`src/rtl/spi_seq_pkg.sv`:
```
`timescale 1ns/1ps
package spi_seq_pkg;
  localparam int BYTE_W = 8;
  localparam logic [BYTE_W-1:0] FILL_BYTE = '0;

  typedef enum logic [1:0] {
    ST_IDLE  = 2'd0,
    ST_FETCH = 2'd1,
    ST_XFER  = 2'd2,
    ST_WAIT  = 2'd3
  } seq_state_e;
endpackage

```
`src/rtl/spi_seq_ustimer.sv`:
```
`timescale 1ns/1ps
// Free-running microsecond counter plus a deadline register; the
// expiry test uses the sign of (now - deadline) so wrap is harmless.
module spi_seq_ustimer #(
  parameter int CYC_PER_US = 100,
  parameter int DLY_W      = 12
) (
  input  logic             clk,
  input  logic             rst,
  input  logic             load,
  input  logic [DLY_W-1:0] delay_us,
  output logic             expired
);
  localparam int PRE_W = (CYC_PER_US > 1) ? $clog2(CYC_PER_US) : 1;
  localparam int NOW_W = DLY_W + 1;
  localparam logic [PRE_W-1:0] PRE_MAX = PRE_W'(CYC_PER_US - 1);

  logic [PRE_W-1:0] pre;
  logic [NOW_W-1:0] now_us;
  logic [NOW_W-1:0] deadline;
  logic [NOW_W-1:0] diff;
  logic             tick;

  assign tick = (pre == PRE_MAX);

  always_ff @(posedge clk) begin
    if (rst) begin
      pre      <= '0;
      now_us   <= '0;
      deadline <= '0;
    end else begin
      pre <= tick ? '0 : pre + 1'b1;
      if (tick) now_us <= now_us + 1'b1;
      if (load) deadline <= now_us + NOW_W'(delay_us);
    end
  end

  assign diff    = now_us - deadline;
  assign expired = ~diff[NOW_W-1];
endmodule

```
`src/rtl/spi_seq_txpath.sv`:
```
`timescale 1ns/1ps
// Outgoing byte register: new byte from FIFO or filler, or a repeat
// of the byte already held after a collision.
module spi_seq_txpath
  import spi_seq_pkg::*;
(
  input  logic              clk,
  input  logic              rst,
  input  logic              send_new,
  input  logic              resend,
  input  logic              has_tx,
  input  logic [BYTE_W-1:0] tx_data,
  output logic              eng_wr,
  output logic [BYTE_W-1:0] eng_wdata,
  output logic              tx_pop
);
  always_ff @(posedge clk) begin
    if (rst) begin
      eng_wr    <= 1'b0;
      eng_wdata <= FILL_BYTE;
      tx_pop    <= 1'b0;
    end else begin
      eng_wr <= send_new | resend;
      tx_pop <= send_new & has_tx;
      if (send_new) eng_wdata <= has_tx ? tx_data : FILL_BYTE;
    end
  end
endmodule

```
`src/rtl/spi_seq_lencnt.sv`:
```
`timescale 1ns/1ps
// Remaining-byte counter for the current transfer and the message
// byte accumulator.
module spi_seq_lencnt #(
  parameter int LEN_W = 16,
  parameter int ACC_W = 20
) (
  input  logic             clk,
  input  logic             rst,
  input  logic             clear,
  input  logic             start,
  input  logic [LEN_W-1:0] len_in,
  input  logic             dec,
  input  logic             commit,
  output logic             last_byte,
  output logic [ACC_W-1:0] acc,
  output logic [ACC_W-1:0] acc_plus
);
  logic [LEN_W-1:0] rem;
  logic [LEN_W-1:0] cur;

  always_ff @(posedge clk) begin
    if (rst) begin
      rem <= '0;
      cur <= '0;
      acc <= '0;
    end else begin
      if (clear)       acc <= '0;
      else if (commit) acc <= acc_plus;
      if (start) begin
        rem <= len_in;
        cur <= len_in;
      end else if (dec) begin
        rem <= rem - 1'b1;
      end
    end
  end

  assign last_byte = (rem <= LEN_W'(1));
  assign acc_plus  = acc + ACC_W'(cur);
endmodule

```
`src/rtl/spi_msg_seq.sv`:
```
`timescale 1ns/1ps
module spi_msg_seq
  import spi_seq_pkg::*;
#(
  parameter int LEN_W      = 16,
  parameter int DLY_W      = 12,
  parameter int ACC_W      = 20,
  parameter int DIV_W      = 8,
  parameter int CYC_PER_US = 100
) (
  input  logic             clk,
  input  logic             rst,
  input  logic             msg_valid,
  output logic             msg_ready,
  input  logic [2:0]       msg_mode,
  input  logic [DIV_W-1:0] msg_clkdiv,
  input  logic             xfer_valid,
  output logic             xfer_ready,
  input  logic [LEN_W-1:0] xfer_len,
  input  logic             xfer_has_tx,
  input  logic             xfer_has_rx,
  input  logic [DLY_W-1:0] xfer_delay_us,
  input  logic             xfer_cs_change,
  input  logic             xfer_last,
  input  logic [7:0]       tx_data,
  output logic             tx_pop,
  output logic             rx_push,
  output logic [7:0]       rx_byte,
  output logic             eng_cfg_load,
  output logic [2:0]       eng_mode,
  output logic [DIV_W-1:0] eng_clkdiv,
  output logic             eng_wr,
  output logic [7:0]       eng_wdata,
  input  logic             eng_done,
  input  logic [7:0]       eng_rdata,
  input  logic             eng_wcol,
  input  logic             eng_modf,
  output logic             cs_n,
  output logic             done,
  output logic             done_err,
  output logic [ACC_W-1:0] done_len,
  output logic             spurious
);
  seq_state_e st, st_n;

  logic             carry_cs;
  logic             cur_has_tx;
  logic             cur_has_rx;
  logic             cur_last;
  logic [DLY_W-1:0] cur_delay;

  logic accept_msg, accept_x, in_x;
  logic ev_wcol, ev_modf, ev_byte, end_x, wait_done;
  logic send_new, has_tx_sel;
  logic last_byte, expired;
  logic [ACC_W-1:0] acc, acc_plus;

  assign msg_ready  = (st == ST_IDLE);
  assign xfer_ready = (st == ST_FETCH);
  assign accept_msg = msg_ready & msg_valid;
  assign accept_x   = xfer_ready & xfer_valid;
  assign in_x       = (st == ST_XFER);
  // priority inside a transfer: collision, then fault, then byte done
  assign ev_wcol    = in_x & eng_wcol;
  assign ev_modf    = in_x & ~eng_wcol & eng_modf;
  assign ev_byte    = in_x & ~eng_wcol & ~eng_modf & eng_done;
  assign end_x      = ev_byte & last_byte;
  assign wait_done  = (st == ST_WAIT) & expired;
  assign send_new   = accept_x | (ev_byte & ~last_byte);
  assign has_tx_sel = accept_x ? xfer_has_tx : cur_has_tx;

  always_comb begin
    st_n = st;
    unique case (st)
      ST_IDLE:  if (msg_valid) st_n = ST_FETCH;
      ST_FETCH: if (xfer_valid) st_n = ST_XFER;
      ST_XFER: begin
        if (ev_modf)    st_n = ST_IDLE;
        else if (end_x) st_n = ST_WAIT;
      end
      ST_WAIT:  if (expired) st_n = cur_last ? ST_IDLE : ST_FETCH;
      default:  st_n = ST_IDLE;
    endcase
  end

  always_ff @(posedge clk) begin
    if (rst) begin
      st           <= ST_IDLE;
      carry_cs     <= 1'b0;
      cur_has_tx   <= 1'b0;
      cur_has_rx   <= 1'b0;
      cur_last     <= 1'b0;
      cur_delay    <= '0;
      cs_n         <= 1'b1;
      done         <= 1'b0;
      done_err     <= 1'b0;
      done_len     <= '0;
      spurious     <= 1'b0;
      rx_push      <= 1'b0;
      rx_byte      <= '0;
      eng_cfg_load <= 1'b0;
      eng_mode     <= '0;
      eng_clkdiv   <= '0;
    end else begin
      st           <= st_n;
      eng_cfg_load <= accept_msg;
      done         <= ev_modf | (wait_done & cur_last);
      spurious     <= eng_done & ~in_x;
      rx_push      <= ev_byte & cur_has_rx;
      if (ev_byte) rx_byte <= eng_rdata;

      if (accept_msg) begin
        eng_mode   <= msg_mode;
        eng_clkdiv <= msg_clkdiv;
        carry_cs   <= 1'b1;
      end

      if (accept_x) begin
        cur_has_tx <= xfer_has_tx;
        cur_has_rx <= xfer_has_rx;
        cur_last   <= xfer_last;
        cur_delay  <= xfer_delay_us;
        carry_cs   <= xfer_cs_change;
        if (carry_cs) cs_n <= 1'b0;
      end

      if (ev_modf) begin
        cs_n     <= 1'b1;
        done_err <= 1'b1;
        done_len <= acc;
      end else if (wait_done) begin
        if (cur_last || carry_cs) cs_n <= 1'b1;
        if (cur_last) begin
          done_err <= 1'b0;
          done_len <= acc_plus;
        end
      end
    end
  end

  spi_seq_txpath u_txpath (
    .clk       (clk),
    .rst       (rst),
    .send_new  (send_new),
    .resend    (ev_wcol),
    .has_tx    (has_tx_sel),
    .tx_data   (tx_data),
    .eng_wr    (eng_wr),
    .eng_wdata (eng_wdata),
    .tx_pop    (tx_pop)
  );

  spi_seq_lencnt #(.LEN_W(LEN_W), .ACC_W(ACC_W)) u_lencnt (
    .clk       (clk),
    .rst       (rst),
    .clear     (accept_msg),
    .start     (accept_x),
    .len_in    (xfer_len),
    .dec       (ev_byte),
    .commit    (wait_done),
    .last_byte (last_byte),
    .acc       (acc),
    .acc_plus  (acc_plus)
  );

  spi_seq_ustimer #(.CYC_PER_US(CYC_PER_US), .DLY_W(DLY_W)) u_timer (
    .clk      (clk),
    .rst      (rst),
    .load     (end_x),
    .delay_us (cur_delay),
    .expired  (expired)
  );
endmodule

```
`config.mk`:
```
export PLATFORM = sky130hd
export DESIGN_NAME = spi_msg_seq
export DESIGN_NICKNAME = d
export VERILOG_FILES = /design/src/rtl/spi_seq_pkg.sv /design/src/rtl/spi_seq_ustimer.sv /design/src/rtl/spi_seq_txpath.sv /design/src/rtl/spi_seq_lencnt.sv /design/src/rtl/spi_msg_seq.sv
export SDC_FILE = /design/constraint.sdc
export NUM_CORES = 1
export LEC_CHECK = 0
export CAP_MARGIN = 20
export CORE_ASPECT_RATIO = 1.25
export CORE_MARGIN = 5
export CORE_UTILIZATION = 34
export DETAILED_ROUTE_END_ITERATION = 10
export DONT_BUFFER_PORTS = 1
export GPL_ROUTABILITY_DRIVEN = 0
export GPL_TIMING_DRIVEN = 0
export PLACE_DENSITY_LB_ADDON = 0.25
export RECOVER_POWER = 25
export REMOVE_ABC_BUFFERS = 1
export SLEW_MARGIN = 25
export SYNTH_ARGS = -nofsm -noshare
export SYNTH_HDL_FRONTEND = slang
export SYNTH_SLANG_ARGS = --single-unit
```
`constraint.sdc`:
```
create_clock -name clk -period 3 [get_ports clk]
set_clock_uncertainty 0.1 [all_clocks]
set_input_delay 0.3 -clock clk [delete_from_list [all_inputs] [get_ports clk]]
set_output_delay 0.3 -clock clk [all_outputs]
set_load 0.01 [all_outputs]
```
==> flow_summary.toml <==
[pwr]
pwr-share-comb_pct = 8.1
swShare_pct = 25.0
vdd_drop_max_mv = 0.391
p_int_mw = 3.77
seqPwrFrac_pct = 44.5
pwr-share-clk_pct = 47.5
p_per_area_nw_per_um2 = 537
p_leak_nw = 3.58
switchingPower_mw = 1.26

[job]
drv_cap = 0

[outcome]
status = "complete, no violations"

[yosys]
synth_edf_count = 0
syn_avg_cell_area_sq_um = 8.21
synthCells = 944
synth_cell_types = 62
syn-cell-area_sq_um = 7750
ys_ff_latch = 158
synth_top_area_share_pct = 40.8
ys.flop_type = "dfxtp_1"
async_reset_ff_share_pct = 0
yosysSeqAreaShare_pct = 40.8
synth_area_leader_cell = "dfxtp_1"
yosys-top-cells-area = "dfxtp_1 (41%), nand2_1 (7.6%), a21oi_1 (7.2%)"
yosys_warnings = 0

[routing]
num_vias = 6750
antenna_left = 0
post_drt_via_cell_ratio = 5.27
initialDrtViolationCount = 360
drtPass1Iterations = 4
drc_errors = 0
wl_per_cell_um = 17.2
routed_wl_um = 22100

[place]
dpl.hpwl_um = 14400
port_buffers = 0

[floorplan]
die_area_sq_um = 25900
boundaryPins = 123
chipHeight_um = 179
coreArea_sq_um = 22400
die_x_um = 145
initial_core_util_pct = 34.7
row_count = 61

[sta]
maxSlewHeadroom_pct = 36.1
period_share_pct = 95.1
slew_violations = 0
final_hold_viol_count = 0
rsz0062_at_grt = "false"
tightest_slew_ns = 0.957
fmax_ghz = 0.351
fin_setup_tns_ns = 0
setup_violations = 0
period_minus_slack_ns = 2.85

[grt]
grt_pass1_vias = 6601
grtUsageMet2_pct = 31.7
grt_util_met3_pct = 3.59
grt_max_degree = 114
antenna_found_initial = 1
busiest_layer = "met2"
gr-usage-met1_pct = 19.4
grt_pass1_wl_um = 35300
overflow = 0
track_usage_pct = 16.9

[worst_setup_path]
critical_path.startpoint_type = "register"
crit_path_end_kind = "register"
cp.arrival_ns = 3.05
reg2reg_slack_ns = 0.15
critical-path-max-stage-delay_ns = 0.52
worstPathMaxFanout = 9
crit_type = "reg -> reg"
required_ns = 3.20
cpMaxStageDelayCell = "a311oi_1"
path_cells = "ha_1 > o21ai_0 > o21ai_1 > a311oi_1 > a211oi_2 > or2_4 > buf_12 > a32oi_1 > a21oi_1"

[final_layout]
nets = 1095
final_cell_mix = "dfxtp_1 (158), nand2_1 (156), a21oi_1 (111)"
syn_to_final_growth_pct = 20.8
diodes = 0
fin_util_pct = 41.9
final_common_cell = "dfxtp_1"
final_layout_size_suffix_gt1_share_pct = 7.32

[clocking]
cts-root-buf = "clkbuf_16"
cts_buffers = 17
cts_sinks = 158
clock_path_buffers = 2
insertion_delay_ns = 0.43
htreeDepth = 4
clk_pin_slew_worst_paths_ns = 0.07
cts_tree = "yes"

[min_path]
hp-class = "in -> reg"
worst max-delay path: cells and delay by family (launching register included):
family,cells,cell delay (ns)
simple gates,1,0.34
buf+inv,1,0.17
flops,1,0.46
compound gates,6,1.37
fa+ha+maj,1,0.28
final timing paths:
check                         start         endpoint  depth (start not counted)
setup / recovery  u_timer.now_us[1]      done_len[6]                          9
hold / removal          xfer_len[0]  u_lencnt.cur[0]                          2
setup reg to reg  u_timer.now_us[1]      done_len[6]                          9
hold reg to reg      u_timer.pre[0]   u_timer.pre[0]                          1
repair_timing:
item,4_1_cts,5_1_grt
hold buffers,61,0
buffers inserted,2,6
setup endpoints to repair,38,25
gates cloned,2,0
gates resized for setup,6,6
hold endpoints to repair,122,0
pin swaps,1,1
metal layers:
metal	part of all wire, %	routed length [um]
met1	42	9200
met2	53	11700
met3	3.7	814
met4	1.5	341
met5	0.032	7
layout make-up:
type | instances | area (sq um)
well taps | 283 | 354
multi-input cells | 713 | 4380
repair buffers | 71 | 739
clock inverters | 14 | 205
clock buffers | 18 | 439
inverters | 23 | 86.3
fillers | 2232 | 13000
flip-flops and latches | 158 | 3160
sequential cells by signal (all words and copies together), names as in the netlist, 12 cells and up:
register	cells
cur_delay	12
u_lencnt.rem	16
u_timer.now_us	13
done_len	20
u_lencnt.cur	16
u_timer.deadline	13
u_lencnt.acc	20
cells in the mapped netlist, types with 15 or more instances:
master	n
xor2_1	29
inv_1	22
dfxtp_1	158
nor3_1	17
xnor2_1	19
a21oi_1	111
nor2_1	99
ha_1	43
nand3_1	34
nand2_1	157
clkbuf_1	44
a211oi_1	18
a21o_1	15
o21ai_0	18
logic make-up (layout without fill, tap and decap cells):
family,count (synthesis),in the layout,synth area share (%)
AND/OR/NAND/NOR,368,370,21.3
AO/OA/AOI/OAI,236,236,19.5
flip-flops,158,158,40.8
buffers and inverters,75,126,3.78
XOR/XNOR,48,48,5.43
adder cells (fa/ha/maj),45,45,7.46
multiplexers,14,14,1.81
metrics by stage:
stage	hold slack, ns	instance area [sq um]	power (mW)	worst slack (ns)	instances
2_1_floorplan	0.269	7540	2.49	0.0968	892
3_3_place_gp	0.287	7900	2.58	-1.21	1175
3_5_place_dp	0.291	7960	2.59	-0.275	1177
4_1_cts	0.00646	9290	5.09	0.0431	1274
5_1_grt	0.0124	9360	5.23	0.0336	1280
6_report	0.0288	9360	5.02	0.147	1280
power groups by stage:
stage                     clock network, mW  logic (mW)  registers [mW]
final                                  2.39       0.405            2.23
after global placement                    0       0.294            2.28
after floorplan                           0       0.227            2.26
after global routing                   2.54       0.455            2.24
after CTS                              2.45       0.406            2.23
after detailed placement                  0       0.305            2.28
(Power assumes the default switching activity.)
